$ cat src/rtl/resv_pkg.sv
package resv_pkg;

  typedef enum logic [1:0] {
    OP_LOAD  = 2'd0,
    OP_STORE = 2'd1,
    OP_LL    = 2'd2,
    OP_SC    = 2'd3
  } memOp_e;

  typedef enum logic [1:0] {
    RSP_ZERO = 2'd0,
    RSP_ONE  = 2'd1,
    RSP_READ = 2'd2
  } rspSel_e;

  // strobes from control to datapath
  typedef struct packed {
    logic    wrEn;
    rspSel_e rspSel;
  } ctrlStrb_t;

endpackage

$ cat src/rtl/resv_arbiter.sv
module resv_arbiter #(
  parameter int NUM_PORTS = 3,
  localparam int IDX_W = (NUM_PORTS > 1) ? $clog2(NUM_PORTS) : 1
) (
  input  logic [NUM_PORTS-1:0] reqValid,
  output logic [NUM_PORTS-1:0] grant,
  output logic [IDX_W-1:0]     grantIdx,
  output logic                 anyGrant
);

  always_comb begin
    grantIdx = '0;
    for (int i = NUM_PORTS - 1; i >= 0; i--) begin
      if (reqValid[i]) grantIdx = i[IDX_W-1:0];
    end
  end

  assign anyGrant = |reqValid;
  assign grant    = anyGrant ? (NUM_PORTS'(1) << grantIdx) : '0;

endmodule

$ cat src/rtl/resv_ctrl.sv
module resv_ctrl
  import resv_pkg::*;
#(
  parameter int NUM_PORTS = 3,
  parameter int ADDR_W    = 4,
  localparam int IDX_W = (NUM_PORTS > 1) ? $clog2(NUM_PORTS) : 1
) (
  input  logic                              clk,
  input  logic                              rstN,
  input  logic                              anyGrant,
  input  logic [IDX_W-1:0]                  grantIdx,
  input  logic [1:0]                        gOp,
  input  logic [ADDR_W-1:0]                 gAddr,
  output ctrlStrb_t                         strb,
  output logic [NUM_PORTS-1:0]              resvValid,
  output logic [NUM_PORTS-1:0][ADDR_W-1:0]  resvAddr
);

  memOp_e op;
  logic   scOk;

  assign op   = memOp_e'(gOp);
  assign scOk = anyGrant && (op == OP_SC) && resvValid[grantIdx] &&
                (resvAddr[grantIdx] == gAddr);

  always_comb begin
    strb.wrEn   = anyGrant && ((op == OP_STORE) || scOk);
    strb.rspSel = RSP_ZERO;
    if (anyGrant) begin
      unique case (op)
        OP_LOAD, OP_LL: strb.rspSel = RSP_READ;
        OP_SC:          strb.rspSel = scOk ? RSP_ONE : RSP_ZERO;
        default:        strb.rspSel = RSP_ZERO;
      endcase
    end
  end

  for (genvar p = 0; p < NUM_PORTS; p++) begin : g_resv
    logic mine;
    assign mine = anyGrant && (grantIdx == IDX_W'(p));

    always_ff @(posedge clk or negedge rstN) begin
      if (!rstN) begin
        resvValid[p] <= 1'b0;
        resvAddr[p]  <= '0;
      end else if (mine && op == OP_LL) begin
        resvValid[p] <= 1'b1;
        resvAddr[p]  <= gAddr;
      end else if (mine && op == OP_SC) begin
        resvValid[p] <= 1'b0;
      end else if (strb.wrEn && resvValid[p] && resvAddr[p] == gAddr) begin
        resvValid[p] <= 1'b0;
      end
    end
  end

endmodule

$ cat src/rtl/resv_datapath.sv
module resv_datapath
  import resv_pkg::*;
#(
  parameter int NUM_PORTS = 3,
  parameter int ADDR_W    = 4,
  parameter int DATA_W    = 16,
  localparam int DEPTH = 1 << ADDR_W
) (
  input  logic                 clk,
  input  logic                 rstN,
  input  ctrlStrb_t            strb,
  input  logic [NUM_PORTS-1:0] grant,
  input  logic [ADDR_W-1:0]    gAddr,
  input  logic [DATA_W-1:0]    gWdata,
  output logic [NUM_PORTS-1:0] rspValid,
  output logic [DATA_W-1:0]    rspData
);

  logic [DATA_W-1:0] mem [DEPTH];

  always_ff @(posedge clk or negedge rstN) begin
    if (!rstN) begin
      for (int i = 0; i < DEPTH; i++) mem[i] <= '0;
    end else if (strb.wrEn) begin
      mem[gAddr] <= gWdata;
    end
  end

  always_ff @(posedge clk or negedge rstN) begin
    if (!rstN) begin
      rspValid <= '0;
      rspData  <= '0;
    end else begin
      rspValid <= grant;
      unique case (strb.rspSel)
        RSP_READ: rspData <= mem[gAddr];
        RSP_ONE:  rspData <= DATA_W'(1);
        default:  rspData <= '0;
      endcase
    end
  end

endmodule

$ cat src/rtl/resv_mem_monitor.sv
module resv_mem_monitor
  import resv_pkg::*;
#(
  parameter int NUM_PORTS = 3,
  parameter int ADDR_W    = 4,
  parameter int DATA_W    = 16
) (
  input  logic                             clk,
  input  logic                             rstN,
  input  logic [NUM_PORTS-1:0]             reqValid,
  input  logic [NUM_PORTS-1:0][1:0]        reqOp,
  input  logic [NUM_PORTS-1:0][ADDR_W-1:0] reqAddr,
  input  logic [NUM_PORTS-1:0][DATA_W-1:0] reqWdata,
  output logic [NUM_PORTS-1:0]             grant,
  output logic [NUM_PORTS-1:0]             rspValid,
  output logic [DATA_W-1:0]                rspData
);

  localparam int IDX_W = (NUM_PORTS > 1) ? $clog2(NUM_PORTS) : 1;

  logic [IDX_W-1:0]                 grantIdx;
  logic                             anyGrant;
  logic [1:0]                       gOp;
  logic [ADDR_W-1:0]                gAddr;
  logic [DATA_W-1:0]                gWdata;
  ctrlStrb_t                        strb;
  logic [NUM_PORTS-1:0]             resvValid;
  logic [NUM_PORTS-1:0][ADDR_W-1:0] resvAddr;

  assign gOp    = reqOp[grantIdx];
  assign gAddr  = reqAddr[grantIdx];
  assign gWdata = reqWdata[grantIdx];

  resv_arbiter #(.NUM_PORTS(NUM_PORTS)) u_arb (
    .reqValid(reqValid), .grant(grant), .grantIdx(grantIdx), .anyGrant(anyGrant)
  );

  resv_ctrl #(.NUM_PORTS(NUM_PORTS), .ADDR_W(ADDR_W)) u_ctrl (
    .clk(clk), .rstN(rstN), .anyGrant(anyGrant), .grantIdx(grantIdx),
    .gOp(gOp), .gAddr(gAddr), .strb(strb),
    .resvValid(resvValid), .resvAddr(resvAddr)
  );

  resv_datapath #(.NUM_PORTS(NUM_PORTS), .ADDR_W(ADDR_W), .DATA_W(DATA_W)) u_dp (
    .clk(clk), .rstN(rstN), .strb(strb), .grant(grant),
    .gAddr(gAddr), .gWdata(gWdata), .rspValid(rspValid), .rspData(rspData)
  );

endmodule

$ cat config.mk
export PLATFORM = sky130hd
export DESIGN_NAME = resv_mem_monitor
export DESIGN_NICKNAME = d
export VERILOG_FILES = /design/src/rtl/resv_pkg.sv /design/src/rtl/resv_arbiter.sv /design/src/rtl/resv_ctrl.sv /design/src/rtl/resv_datapath.sv /design/src/rtl/resv_mem_monitor.sv
export SDC_FILE = /design/constraint.sdc
export NUM_CORES = 1
export LEC_CHECK = 0
export BUFFER_PORTS_ARGS = -buffer_cell sky130_fd_sc_hd__buf_2
export CAP_MARGIN = 15
export CELL_PAD_IN_SITES_DETAIL_PLACEMENT = 0
export CELL_PAD_IN_SITES_GLOBAL_PLACEMENT = 2
export CORE_MARGIN = 2
export CORE_UTILIZATION = 25
export DETAILED_ROUTE_END_ITERATION = 8
export GPL_TIMING_DRIVEN = 0
export PLACE_DENSITY = 0.55
export SYNTH_ARGS = -nofsm -noshare
export SYNTH_HDL_FRONTEND = slang
export SYNTH_HIERARCHICAL = 1
export SYNTH_SLANG_ARGS = --single-unit
$ cat constraint.sdc
create_clock -name clk -period 4.87 [get_ports clk]
set_clock_uncertainty 0.05 [all_clocks]
set_input_delay 0.487 -clock clk [delete_from_list [all_inputs] [get_ports clk]]
set_output_delay 0.487 -clock clk [all_outputs]
set_load 0.1 [all_outputs]
# ---- Word level (Yosys, flattened, before mapping)
# Cells that the tools add are included.
# Widths: inputs -> output; s select.
dict set report word_totals {
  wordCells 101
  output_inout_bits 22
  register_bits 290
}
dict set report op_classes {
  bitwise_logic 1
  n_reduce_logical 28
  order_cmp 3
  eq_ne 11
  n_mux 33
  n_shift 1
}
# cell count
set ops {}
lappend ops {{$bwmux 256} 1}
lappend ops {{$bmux 16 s4} 1}
lappend ops {{$demux 16 s4} 1}
lappend ops {{$mux 16} 4}
lappend ops {{$bmux 16 s2} 1}
lappend ops {{$pmux 16 s2} 1}
lappend ops {{$logic_and 1x1->1} 20}
lappend ops {{$bmux 4 s2} 2}
lappend ops {{$eq 4x4->1} 4}
lappend ops {{$mux 1} 11}
lappend ops {{$mux 2} 5}
lappend ops {{$reduce_bool 3->1} 3}
lappend ops {{$eq 2x2->1 const B} 4}
lappend ops {{$mux 4} 2}
lappend ops {{$eq 2x1->1 const B} 3}
lappend ops {{$ge 5x5->1 const B} 1}
lappend ops {{$lt 5x1->1 const B} 1}
lappend ops {{$not 4->5} 1}
lappend ops {{$bmux 2 s2} 1}
lappend ops {{$logic_not 2->1} 2}
lappend ops {{$pmux 2 s2} 1}
lappend ops {{$lt 2x3->1 const B} 1}
lappend ops {{$mux 3} 1}
lappend ops {{$reduce_or 3->1} 1}
lappend ops {{other kinds (4)} 4}

# ---- Longest topological paths before layout
# Gate-level depths: netlist (run 1).
dict set report depth {
  ltp_word 16
  ltp_mapped 17
}

# ---- By module
# The synthesis (run 1) kept the hierarchy.
# module n_inst cells_each area_per_inst_um2 seq_area_each_um2
set modules_own_cells {}
lappend modules_own_cells {resv_datapath 1 737 12321.8 6881.6}
lappend modules_own_cells {resv_ctrl 1 98 1061.0 375.4}
lappend modules_own_cells {resv_mem_monitor 1 52 506.7 0.0}
lappend modules_own_cells {resv_arbiter 1 6 41.3 0.0}

# ---- Worst setup path before layout (run 1)
# No wires, ideal clock.
dict set report synth_path {
  path_kind {input port to flip-flop}
  start {input reqValid[0]}
  end {register u_dp/mem[197] (netlist bit)}
  slack_ns 0.332
  path_stages 15
  arrival_ns 4.363
  t_required_ns 4.695
  path_cell_list {nor3b_1 -> buf_6 -> buf_12 -> mux2i_1 -> o2bb2ai_1 -> clkbuf_1 -> nand2b_1 -> o221ai_1 -> o211ai_1 -> o21ai_1 -> nor3b_2 -> nor2b_1 -> buf_2 -> buf_4 -> mux2_2}
}
# item line_no
set synth_lines {}
lappend synth_lines {{start: declaration} resv_mem_monitor.sv:10} ;# input logic [NUM_PORTS-1:0] reqValid,
lappend synth_lines {{end signal: indexed assignment} resv_datapath.sv:25} ;# mem[gAddr] <= gWdata;
lappend synth_lines {{end: declaration} resv_datapath.sv:19} ;# logic [DATA_W-1:0] mem [DEPTH];

==> summary.md, run 1 <==
| Metric | Value |
|---|---|
| Signed area change from the synthesized netlist to the final layout | `19.5%` |
| H-tree level count | `2` |
| Clock power share | `33.2%` |
| Buffers inserted by post-CTS timing repair | `0` |
| Maximum clock insertion buffer count | `3` |
| Total Neg Setup Slack | `0 ns` |
| Global-route usage over all layers | `13.9%` |
| Post-route standard cell area excluding fillers | `16600 µm²` |
| Total die area | `57600 µm²` |
| Share of total power consumed by net switching | `27.9%` |
| Final-layout fill cell count | `5554` |
| Reg2Reg Depth | `11` |
| Synthesis-stage register bit count | `290` |
| Total DRC errors in the routed layout | `0` |
| Combinational family with the most area after synthesis | `multiplexers` |
| Detail Route Antenna Nets | `0` |
| Storage cell area | `7260 µm²` |
| Sw power | `2.25 mW` |
| Routed wire length per instance | `between 20 and 25 µm` |
| Parity-gate share of the synthesized area counting xor and xnor cells | `0.817%` |
| Number of DRC violations after detailed-routing iteration 0 | `343` |
| Cell Area, Placed | `15400 µm²` |
| Worst setup path end | `u_dp/rspData[13]` |
| EDFF count, synth | `0` |
| Crit. End Element | `flip-flop` |
| Total wirelength of the detailed-routed design | `38900 µm` |
| Worst path slowest cell | `o211ai_1` |
| Max-slew violation total from the final report | `0` |
| Required time of the critical path | `between 5 and 6 ns` |
| Hold slack | `0.118 ns` |
| Placed wire-length estimate after detailed placement | `26900 µm` |
| Multi-input gate area | `approximately 6100 µm²` |
| CP Launch Type | `primary input` |
| Critical Path Most Common Cell | `clkbuf_1` |
| Max IR drop VDD | `about 0.19 mV` |
| Clock tree from TritonCTS | `built` |
| Crit Path Max Fanout | `10` |
| Top-level port count | `93` |
| Netlist cell types | `58` |
| Most used cells in the layout excluding fill and tap cells | `dfrtp_1, mux2_2, buf_2` |
| Number of cell rows | `86` |
| CP Cell Sequence | `buf_2, nor3b_1, buf_6, buf_12, mux2i_1, o2bb2ai_4, clkbuf_2, nand2b_1, o221ai_1, o211ai_1, nor2_1, inv_1, ha_1, or3b_2, clkbuf_1, clkbuf_1, o22ai_1` |
| Via count of the first global-routing pass | `8866` |
| Die span in y | `240 µm` |
| Mux cell area share after synthesis | `around 37%` |
| Largest net degree at the start of global routing | `93` |
| Synth Area in Simple Gates | `3.22%` |
| Fin crit share | `93.3%` |
| Part of the power in combinational logic | `23.6%` |
| DR pass1 iterations | `4` |
| Clock buffer count from CTS | `34` |
| Nets in the synthesized netlist | `966` |
| Top flip-flop cell by instance count after synthesis | `dfrtp_1` |
| Max capacitance violation total | `0` |
| Skew-Pair Late Insertion Delay | `0.53 ns` |
| Clock-pin slew of the registers on the worst-case setup and hold paths | `0.06 ns` |
| Width of the chip | `about 240 µm` |
| Share of post-route cells with drive strength above 1 | `between 50% and 60%` |
| Number of instances in the synthesized netlist | `893` |
| Number of standard cells in the final layout excluding fillers | `approximately 1800` |
| Fraction of registers with async set or reset after synthesis | `100%` |
| Global-route wire length before repair | `approximately 59000 µm` |
| Register-to-register setup slack | `1.19 ns` |
| Largest stage delay on the critical path | `0.50 ns` |
| Mean post-synth cell area | `15.6 µm²` |
| Number of antenna violations at the first check in global routing | `1` |
| Master cell of the clock root buffer | `clkbuf_16` |
| DR vias/cell | `around 4.5` |
| Remaining global-route overflow | `0` |
| CP Launch Point | `reqValid[0]` |
| Fraction of the mapped netlist area in compound gates | `3.11%` |
| Critical path class | `primary input to flip-flop` |
| Via count | `8128` |
| Run status | `finished clean` |
| Time the worst path needs with I/O delays and setup | `4.54 ns` |
| Nets@finish | `1099` |
| Core outline area | `55100 µm²` |
| Reg power frac | `between 40% and 50%` |
| Total placed cells including tap cells | `1737` |
| Cell internal power dissipation | `5.81 mW` |
| Initial Util | `25.3%` |
| Class of the tightest hold or removal check | `primary input to flip-flop` |
| Synthesized cell area | `approximately 14000 µm²` |
| Hold path cells | `2` |
| Inserted Diodes | `0` |
| Origin of the critical flop-to-flop path | `u_ctrl/resvAddr[11]` |
| Highest clock rate | `between 200 and 250 MHz` |
| Final setup viols | `0` |
| YS warnings | `6` |
| Setup repair after global routing missed its margin | `false` |
| Synth Area in Adders | `0.180%` |
| Number of buffers inserted by port buffering | `92` |
| Reg2Reg Capture Point | `u_dp/rspData[13]` |
| Arrival time of the worst setup path | `4.88 ns` |
| Final RePlAce weighted congestion | `0.725` |
| # clock sinks | `290` |
| Static Leak | `7.40 nW` |
| Slew at the pin closest to its max-slew limit | `approximately 1.1 ns` |
| Total power density per cell area | `just under 500 nW/µm²` |
| Portion of the post-synthesis area used by sequential elements | `52.1%` |
| Most frequent standard cell in the layout excluding fill and tap cells | `dfrtp_1` |
| Final cell utilization of the core | `around 30%` |
| Final hold viol count | `0` |
| Relative slew margins | `23.4%` |
==> worst min path at each step <==
stage,start,endpoint,slack (ns)
final,reqValid[1],u_dp/rspValid[2],0.12
after global routing,reqValid[1],u_dp/rspValid[2],0.10
after CTS,reqValid[1],u_dp/rspValid[2],0.09
after detailed placement,rstN,u_ctrl/resvAddr[11],0.44
after global placement,u_dp/mem[221],u_dp/mem[221],0.43
after floorplan,rstN,u_ctrl/resvAddr[0],0.14
==> registers in the layout (all words and copies together), names as in the netlist <==
| signal | flops |
|---|---|
| u_dp/mem | 256 |
| u_dp/rspData | 16 |
| u_ctrl/resvAddr | 12 |
| u_ctrl/resvValid | 3 |
| u_dp/rspValid | 3 |
==> Yosys cell counts, types with 3 or more instances <==
library cell	instances	area share [%]
buf_6	12	0.97
nand2_1	5	0.13
xor2_1	4	0.25
dfrtp_1	290	52
clkbuf_1	19	0.51
buf_12	3	0.43
buf_4	5	0.27
o2bb2ai_1	22	1.4
nand2b_1	6	0.27
mux2i_1	57	4.1
nor2_2	5	0.22
nor3b_1	4	0.22
nand4_1	3	0.13
clkdlybuf4s15_1	10	0.72
o22ai_1	15	0.67
or3_1	4	0.18
nor2_1	7	0.19
nor4_1	3	0.13
mux2_2	258	21
o211ai_1	3	0.16
mux2_4	11	1.2
nor2b_1	5	0.22
xnor2_1	9	0.57
buf_2	23	0.83
inv_1	4	0.11
mux4_2	64	10
o221ai_1	3	0.19
==> critical path: cells and delay by family <==
kind	cells	cell delay, ns
AO/OA/AOI/OAI	4	1.37
AND/OR/NAND/NOR	4	1.07
buffers and inverters	7	1.57
adder cells (fa/ha/maj)	1	0.24
multiplexers	1	0.12
==> area by class of cell <==
| type | instances | share of cell area [%] |
|---|---|---|
| flip-flops and latches | 290 | 43.6 |
| repair buffers | 97 | 3.41 |
| well taps | 748 | 5.62 |
| inverters | 5 | 0.113 |
| plain buffers | 75 | 3.26 |
| clock buffers | 49 | 6.17 |
| clock inverters | 11 | 0.917 |
| multi-input cells | 523 | 36.9 |
==> cells by family (layout without fill, tap and decap cells) <==
kind of cell | count (synthesis) | after routing
XOR/XNOR | 13 | 13
flip-flops | 290 | 290
AND/OR/NAND/NOR | 64 | 64
adder cells (fa/ha/maj) | 2 | 2
buffers and inverters | 80 | 237
AO/OA/AOI/OAI | 53 | 53
multiplexers | 391 | 391
==> layer usage <==
metal	vias up	GRT usage, %	part of all wire, %
li1	3608	-	-
met1	4365	19.4	47
met2	107	23.0	48
met3	48	1.93	3.0
met4	0	3.18	1.8
met5	-	0	0
==> per-stage QoR <==
step                power, mW  setup slack [ns]
global placement         5.40             -2.61
finish                   8.06             0.327
CTS                      8.20             0.105
global route             8.50            0.0193
detailed placement       5.46             -1.37
floorplan                4.88             0.332
==> power groups by stage <==
stage	logic [mW]	registers [mW]	clock network (mW)
6_report	1.90	3.49	2.67
5_1_grt	2.05	3.58	2.87
4_1_cts	1.94	3.49	2.77
3_5_place_dp	1.94	3.53	0
3_3_place_gp	1.89	3.51	0
2_1_floorplan	1.34	3.54	0
==> repair_timing <==
action,in CTS,in global routing
endpoints found under the hold margin,67,0
gates resized for setup,7,4
hold buffers,1,0
setup endpoints to repair,233,6
No activity file was read; power rests on OpenSTA's default activity.
==> run 2, diff against run 1 <==
--- a/config.mk
+++ b/config.mk
@@ -11,3 +11,3 @@
 export CELL_PAD_IN_SITES_GLOBAL_PLACEMENT = 2
-export CORE_MARGIN = 2
+export CORE_MARGIN = 5
 export CORE_UTILIZATION = 25
@@ -15,3 +15,3 @@
 export GPL_TIMING_DRIVEN = 0
-export PLACE_DENSITY = 0.55
+export PLACE_DENSITY_LB_ADDON = 0.3
 export SYNTH_ARGS = -nofsm -noshare
==> constraint.sdc (replaced) <==
create_clock -name clk -period 4.87 [get_ports clk]
set_clock_uncertainty 0.05 [all_clocks]
set_input_delay 0.7305 -clock clk [delete_from_list [all_inputs] [get_ports clk]]
set_output_delay 0.7305 -clock clk [all_outputs]
set_load 0.1 [all_outputs]
==> run 2 against run 1 <==
Net effect: maximum frequency shrank 2.2%; worst hold slack gained 0.0024 ns; sequential power is essentially flat; sequential cell count is the same; clock power shrank 9.7%; largest power group unchanged.
==> summary.md, run 2 (synthesized netlist as in run 1, its figures left out) <==
| Metric | Value |
|---|---|
| Post-route total power | `7.79 mW` |
| Width of the chip | `246 µm` |
| Hold slack | `0.121 ns` |
| Signed area change from the synthesized netlist to the final layout | `18.4%` |
| DR pass1 iterations | `4` |
| Most used cells in the layout excluding fill and tap cells | `dfrtp_1, mux2_2, buf_2` |
| Remaining global-route overflow | `0` |
| Class of the tightest hold or removal check | `primary input to asynchronous set/reset pin` |
| Core outline area | `55200 µm²` |
| Number of antenna violations at the first check in global routing | `0` |
| Master cell of the clock root buffer | `clkbuf_16` |
| Largest net degree at the start of global routing | `112` |
| Total die area | `60500 µm²` |
| Largest registers in the final layout | `u_dp/mem (256), u_dp/rspData (16), u_ctrl/resvAddr (12)` |
| Crit Path Max Fanout | `10` |
| Relative slew margins | `about a quarter` |
| Clock-pin slew of the registers on the worst-case setup and hold paths | `0.06 ns` |
| Detail Route Antenna Nets | `0` |
| Total wirelength of the detailed-routed design | `38500 µm` |
| Most flop-heavy register | `u_dp/mem` |
| Final hold viol count | `0` |
| Die span in y | `246 µm` |
| Number of cell rows | `86` |
| Fin crit share | `a little over nine tenths` |
| Via count of the first global-routing pass | `about 9000` |
| Most frequent standard cell in the layout excluding fill and tap cells | `dfrtp_1` |
| Maximum clock insertion buffer count | `3` |
| Static Leak | `approximately 7.3 nW` |
| Routed wire length per instance | `~21 µm` |
| Final setup viols | `0` |
| Max-slew violation total from the final report | `0` |
| Total placed cells including tap cells | `1736` |
| Critical path class | `primary input to flip-flop` |
| Clock tree from TritonCTS | `built` |
| CP Launch Type | `primary input` |
| Top-level port count | `93` |
| Max FFs per register | `256` |
| Wire length on met1 | `18400 µm` |
| Setup WS post-layout | `around 0.23 ns` |
| Highest clock rate | `215 MHz` |
| Placed wire-length estimate after detailed placement | `26400 µm` |
| Inserted Diodes | `0` |
| Run status | `finished clean` |
| DR vias/cell | `4.51` |
| DR WL met2 | `18400 µm` |
| Share of post-route cells with drive strength above 1 | `53.0%` |
| Clock buffer count from CTS | `34` |
| Register-to-register setup slack | `1.29 ns` |
| Number of buffers inserted by port buffering | `slightly above 90` |
| Final RePlAce weighted congestion | `0.715` |
| Nets@finish | `1100` |
| Number of standard cells in the final layout excluding fillers | `1796` |
| Max capacitance violation total | `0` |
| Max IR drop VDD | `~0.18 mV` |
| Skew-Pair Late Insertion Delay | `0.52 ns` |
| Time the worst path needs with I/O delays and setup | `4.64 ns` |
| Origin of the critical flop-to-flop path | `u_ctrl/resvAddr[3]` |
| # clock sinks | `290` |
| Met3 wire len | `984 µm` |
| Global-route usage over all layers | `12.8%` |
| Via count | `8101` |
| Reg2Reg Depth | `9` |
| Number of DRC violations after detailed-routing iteration 0 | `360` |
| Highest signal layer in the routed design | `met4` |
| H-tree level count | `2` |
| Total DRC errors in the routed layout | `0` |
| Global-route wire length before repair | `58400 µm` |
| Arrival time of the worst setup path | `4.99 ns` |
| Required time of the critical path | `5.22 ns` |
| Setup repair after global routing missed its margin | `true` |
| Minimum setup slack after placement | `-1.45 ns` |
| Crit. End Element | `flip-flop` |
| Reg2Reg Capture Point | `u_dp/mem[166]` |
| Total power density per cell area | `between 400 and 500 nW/µm²` |
| Slew at the pin closest to its max-slew limit | `~1.1 ns` |
| Initial Util | `25.2%` |
[run 2: how the worst max path moves through the flow]
stage / start / endpoint / depth (start not counted)
2_1_floorplan: reqValid[0] / u_dp/mem[197] / 15
3_3_place_gp: rstN / u_dp/mem[206] / 1
3_5_place_dp: reqValid[0] / u_dp/mem[134] / 15
4_1_cts: reqValid[0] / u_dp/rspData[13] / 17
5_1_grt: reqValid[0] / u_dp/rspData[9] / 18
6_report: reqValid[0] / u_dp/mem[166] / 16
[run 2: layout make-up]
cell class / count / area [µm²]
Clock inverter: 9 / 95.1
Clock buffer: 48 / 933
Timing Repair Buffer: 98 / 553
Inverter: 5 / 18.8
Tap cell: 748 / 936
Multi-Input combinational cell: 523 / 6150
Sequential cell: 290 / 7260
Buffer: 75 / 547
Fill cell: 5539 / 38700
[run 2: worst max-delay path, stage by stage]
cell	delay [ns]
buf_2	0.13
nor3b_1	0.36
buf_6	0.21
buf_12	0.15
mux2i_1	0.29
o2bb2ai_4	0.20
clkbuf_2	0.26
nand2b_1	0.18
o221ai_1	0.18
o211ai_1	0.17
buf_4	0.18
o21ai_2	0.38
nand3b_4	0.15
nor2_2	0.55
buf_2	0.48
mux2_2	0.39
[run 2: where the power goes]
part           switching [mW]  leakage, nW  internal, mW
clock                    1.01        0.505          1.40
sequential              0.354         3.78          3.13
combinational           0.848         3.03          1.05
[run 2: per-stage QoR]
| step | TNS (ns) | utilization (%) | area, µm² |
|---|---|---|---|
| 3_5_place_dp | -244.88 | 27.9 | 15400 |
| 2_1_floorplan | 0 | - | 13900 |
| 6_report | 0 | 29.9 | 16500 |
| 3_3_place_gp | -1248.51 | 27.8 | 15300 |
| 5_1_grt | -0.0855 | 29.9 | 16500 |
| 4_1_cts | 0 | 29.8 | 16500 |
[run 2: timing repair]
action,in CTS,in global routing
pin swaps,0,1
hold buffers,0,0
buffers inserted,0,3
setup endpoints to repair,258,18
resized for setup,10,6
[run 2: per-layer routing]
layer	vias to the layer above	track usage (%)
met2	88	20.9
met4	0	2.97
met1	4340	17.9
li1	3624	-
met3	49	2.06
met5	-	0
==> run 3, diff against run 2 <==
Settings changed: CORE_ASPECT_RATIO set to 1.1.
==> run 3 against run 2 <==
Net effect: count of clock-buffer cells in the layout rose by 1; non-clock buffer count decreased by 3; clock power rose by 8.3%; maximum frequency up 3.0%; sequential share of layout area is 0.28 points lower; register-to-register slack better by 0.14 ns; final cell count fell by 0.56%; worst hold slack gained 0.052 ns; total power up 2.8%; sequential power is essentially flat.
==> summary.md, run 3 (synthesized netlist as in run 1, its figures left out) <==
| Metric | Value |
|---|---|
| Run status | `finished clean` |
| Relative slew margins | `between 30% and 40%` |
| # clock sinks | `290` |
| Worst path slowest cell | `or3b_2` |
| CP Launch Point | `reqValid[0]` |
| Max IR drop VDD | `between 0.2 and 0.25 mV` |
| Final cell utilization of the core | `30.1%` |
| Via count | `8125` |
| Crit. End Element | `flip-flop` |
| Final RePlAce weighted congestion | `0.740` |
| Nets@finish | `1098` |
| H-tree level count | `2` |
| Total DRC errors in the routed layout | `0` |
| Placed wire-length estimate after detailed placement | `between 20000 and 30000 µm` |
| Clock buffer count from CTS | `35` |
| Share of post-route cells with drive strength above 1 | `53.5%` |
| DR vias/cell | `4.55` |
| Remaining global-route overflow | `0` |
| CP Cell Sequence | `buf_2, and2b_2, buf_4, nor2b_4, buf_4, o2bb2ai_1, clkbuf_2, nand2_1, mux2i_1, o32ai_2, or2_1, nor2_1, inv_1, ha_1, or3b_2, clkbuf_1, clkbuf_2, o22ai_1` |
| Largest net degree at the start of global routing | `112` |
| Global-route usage over all layers | `12.4%` |
| Required time of the critical path | `5.23 ns` |
| Skew-Pair Late Insertion Delay | `~0.53 ns` |
| Max capacitance violation total | `0` |
| Clock tree from TritonCTS | `built` |
| Arrival time of the worst setup path | `4.87 ns` |
| DR pass1 iterations | `4` |
| Class of the tightest hold or removal check | `primary input to asynchronous set/reset pin` |
| Total power density per cell area | `between 400 and 500 nW/µm²` |
| Storage cell area | `7260 µm²` |
| Clock-pin slew of the registers on the worst-case setup and hold paths | `0.06 ns` |
| Slew at the pin closest to its max-slew limit | `0.982 ns` |
| Routed wire length per instance | `approximately 21 µm` |
| Final-layout fill cell count | `5484` |
| Max FFs per register | `~260` |
| Signed area change from the synthesized netlist to the final layout | `19.1%` |
| Static Leak | `between 7 and 8 nW` |
| Setup WS post-layout | `0.362 ns` |
| Crit Path Max Fanout | `10` |
| Core outline area | `55100 µm²` |
| Width of the chip | `235 µm` |
| Post-route total power | `8.00 mW` |
| Inserted Diodes | `0` |
| Critical path class | `primary input to flip-flop` |
| Total wirelength of the detailed-routed design | `37600 µm` |
| Most used cells in the layout excluding fill and tap cells | `dfrtp_1, mux2_2, buf_2` |
| Most frequent standard cell in the layout excluding fill and tap cells | `dfrtp_1` |
| Multi-input gate area | `6170 µm²` |
| Total die area | `60500 µm²` |
| Number of buffers inserted by port buffering | `92` |
| Global-route wire length before repair | `58300 µm` |
| Highest clock rate | `222 MHz` |
| Largest registers in the final layout | `u_dp/mem (256), u_dp/rspData (16), u_ctrl/resvAddr (12)` |
| Top-level port count | `93` |
| Time the worst path needs with I/O delays and setup | `between 4 and 5 ns` |
| Number of antenna violations at the first check in global routing | `1` |
| Master cell of the clock root buffer | `clkbuf_16` |
| Number of cell rows | `90` |
| Maximum clock insertion buffer count | `3` |
| Final hold viol count | `0` |
| Origin of the critical flop-to-flop path | `u_ctrl/resvAddr[11]` |
| Via count of the first global-routing pass | `8931` |
| Max-slew violation total from the final report | `0` |
| Final setup viols | `0` |
| CP Launch Type | `primary input` |
| Fin crit share | `92.6%` |
| Minimum setup slack after placement | `-1.97 ns` |
| Die span in y | `approximately 260 µm` |
| Setup repair after global routing missed its margin | `false` |
| Number of DRC violations after detailed-routing iteration 0 | `362` |
| Initial Util | `between 20% and 30%` |
| Largest stage delay on the critical path | `0.44 ns` |
| Detail Route Antenna Nets | `0` |
| Most flop-heavy register | `u_dp/mem` |
-- run 3: layout make-up --
type | count | area share (%)
sequential | 290 | 43.7
clock inverter | 13 | 0.859
clock buffer | 49 | 6.08
buffer | 75 | 3.29
multi-input combinational | 523 | 37.2
timing repair buffer | 95 | 3.21
inverter | 5 | 0.113
tap | 736 | 5.55
-- run 3: path summary, 6_finish.rpt --
| check | end | slack (ns) | depth (start not counted) |
|---|---|---|---|
| worst max register to register | u_dp/rspData[14] | 1.43 | 11 |
| worst max-delay path | u_dp/rspData[14] | 0.36 | 18 |
| worst min register to register | u_dp/mem[221] | 0.45 | 1 |
| max in group asynchronous | u_dp/mem[99] | 3.54 | 2 |
| min in group clk | u_dp/rspValid[2] | 0.40 | 2 |
| worst min-delay path | u_dp/mem[44] | 0.17 | 1 |
-- run 3: power by group --
group / internal (mW) / switching (mW) / total [mW]
clock: 1.56 / 1.05 / 2.61
sequential: 3.13 / 0.355 / 3.49
combinational: 1.05 / 0.851 / 1.90
total: 5.74 / 2.26 / 8.00
-- run 3: critical path, delay by kind of cell --
family          cells  cell delay (ns)
compound gates      3             0.72
fa+ha+maj           1             0.33
buf+inv             7             1.46
mux                 1             0.20
simple gates        6             1.38
-- run 3: routing by layer --
layer | global-route usage [%] | share of wire, % | vias up
li1 | - | - | 3619
met1 | 17.3 | 46 | 4324
met2 | 20.3 | 48 | 125
met3 | 1.87 | 3.1 | 57
met4 | 3.46 | 2.5 | 0
met5 | 0 | 0 | -
-- run 3: metrics by stage --
stage	hold WS, ns	instance area, µm²	TNS (ns)	instances
2_1_floorplan	0.385	13900	0	893
3_3_place_gp	0.433	15300	-1221.61	1721
3_5_place_dp	0.439	15400	-421.84	1723
4_1_cts	0.207	16600	0	1785
5_1_grt	0.230	16600	0	1786
6_report	0.173	16600	0	1786
-- run 3: timing repair --
action | in CTS | in global routing
setup buffers | 0 | 1
gates resized for setup | 12 | 4
setup endpoints to repair | 271 | 46
gates cloned | 0 | 0
pin swaps | 0 | 2
hold buffers | 0 | 0
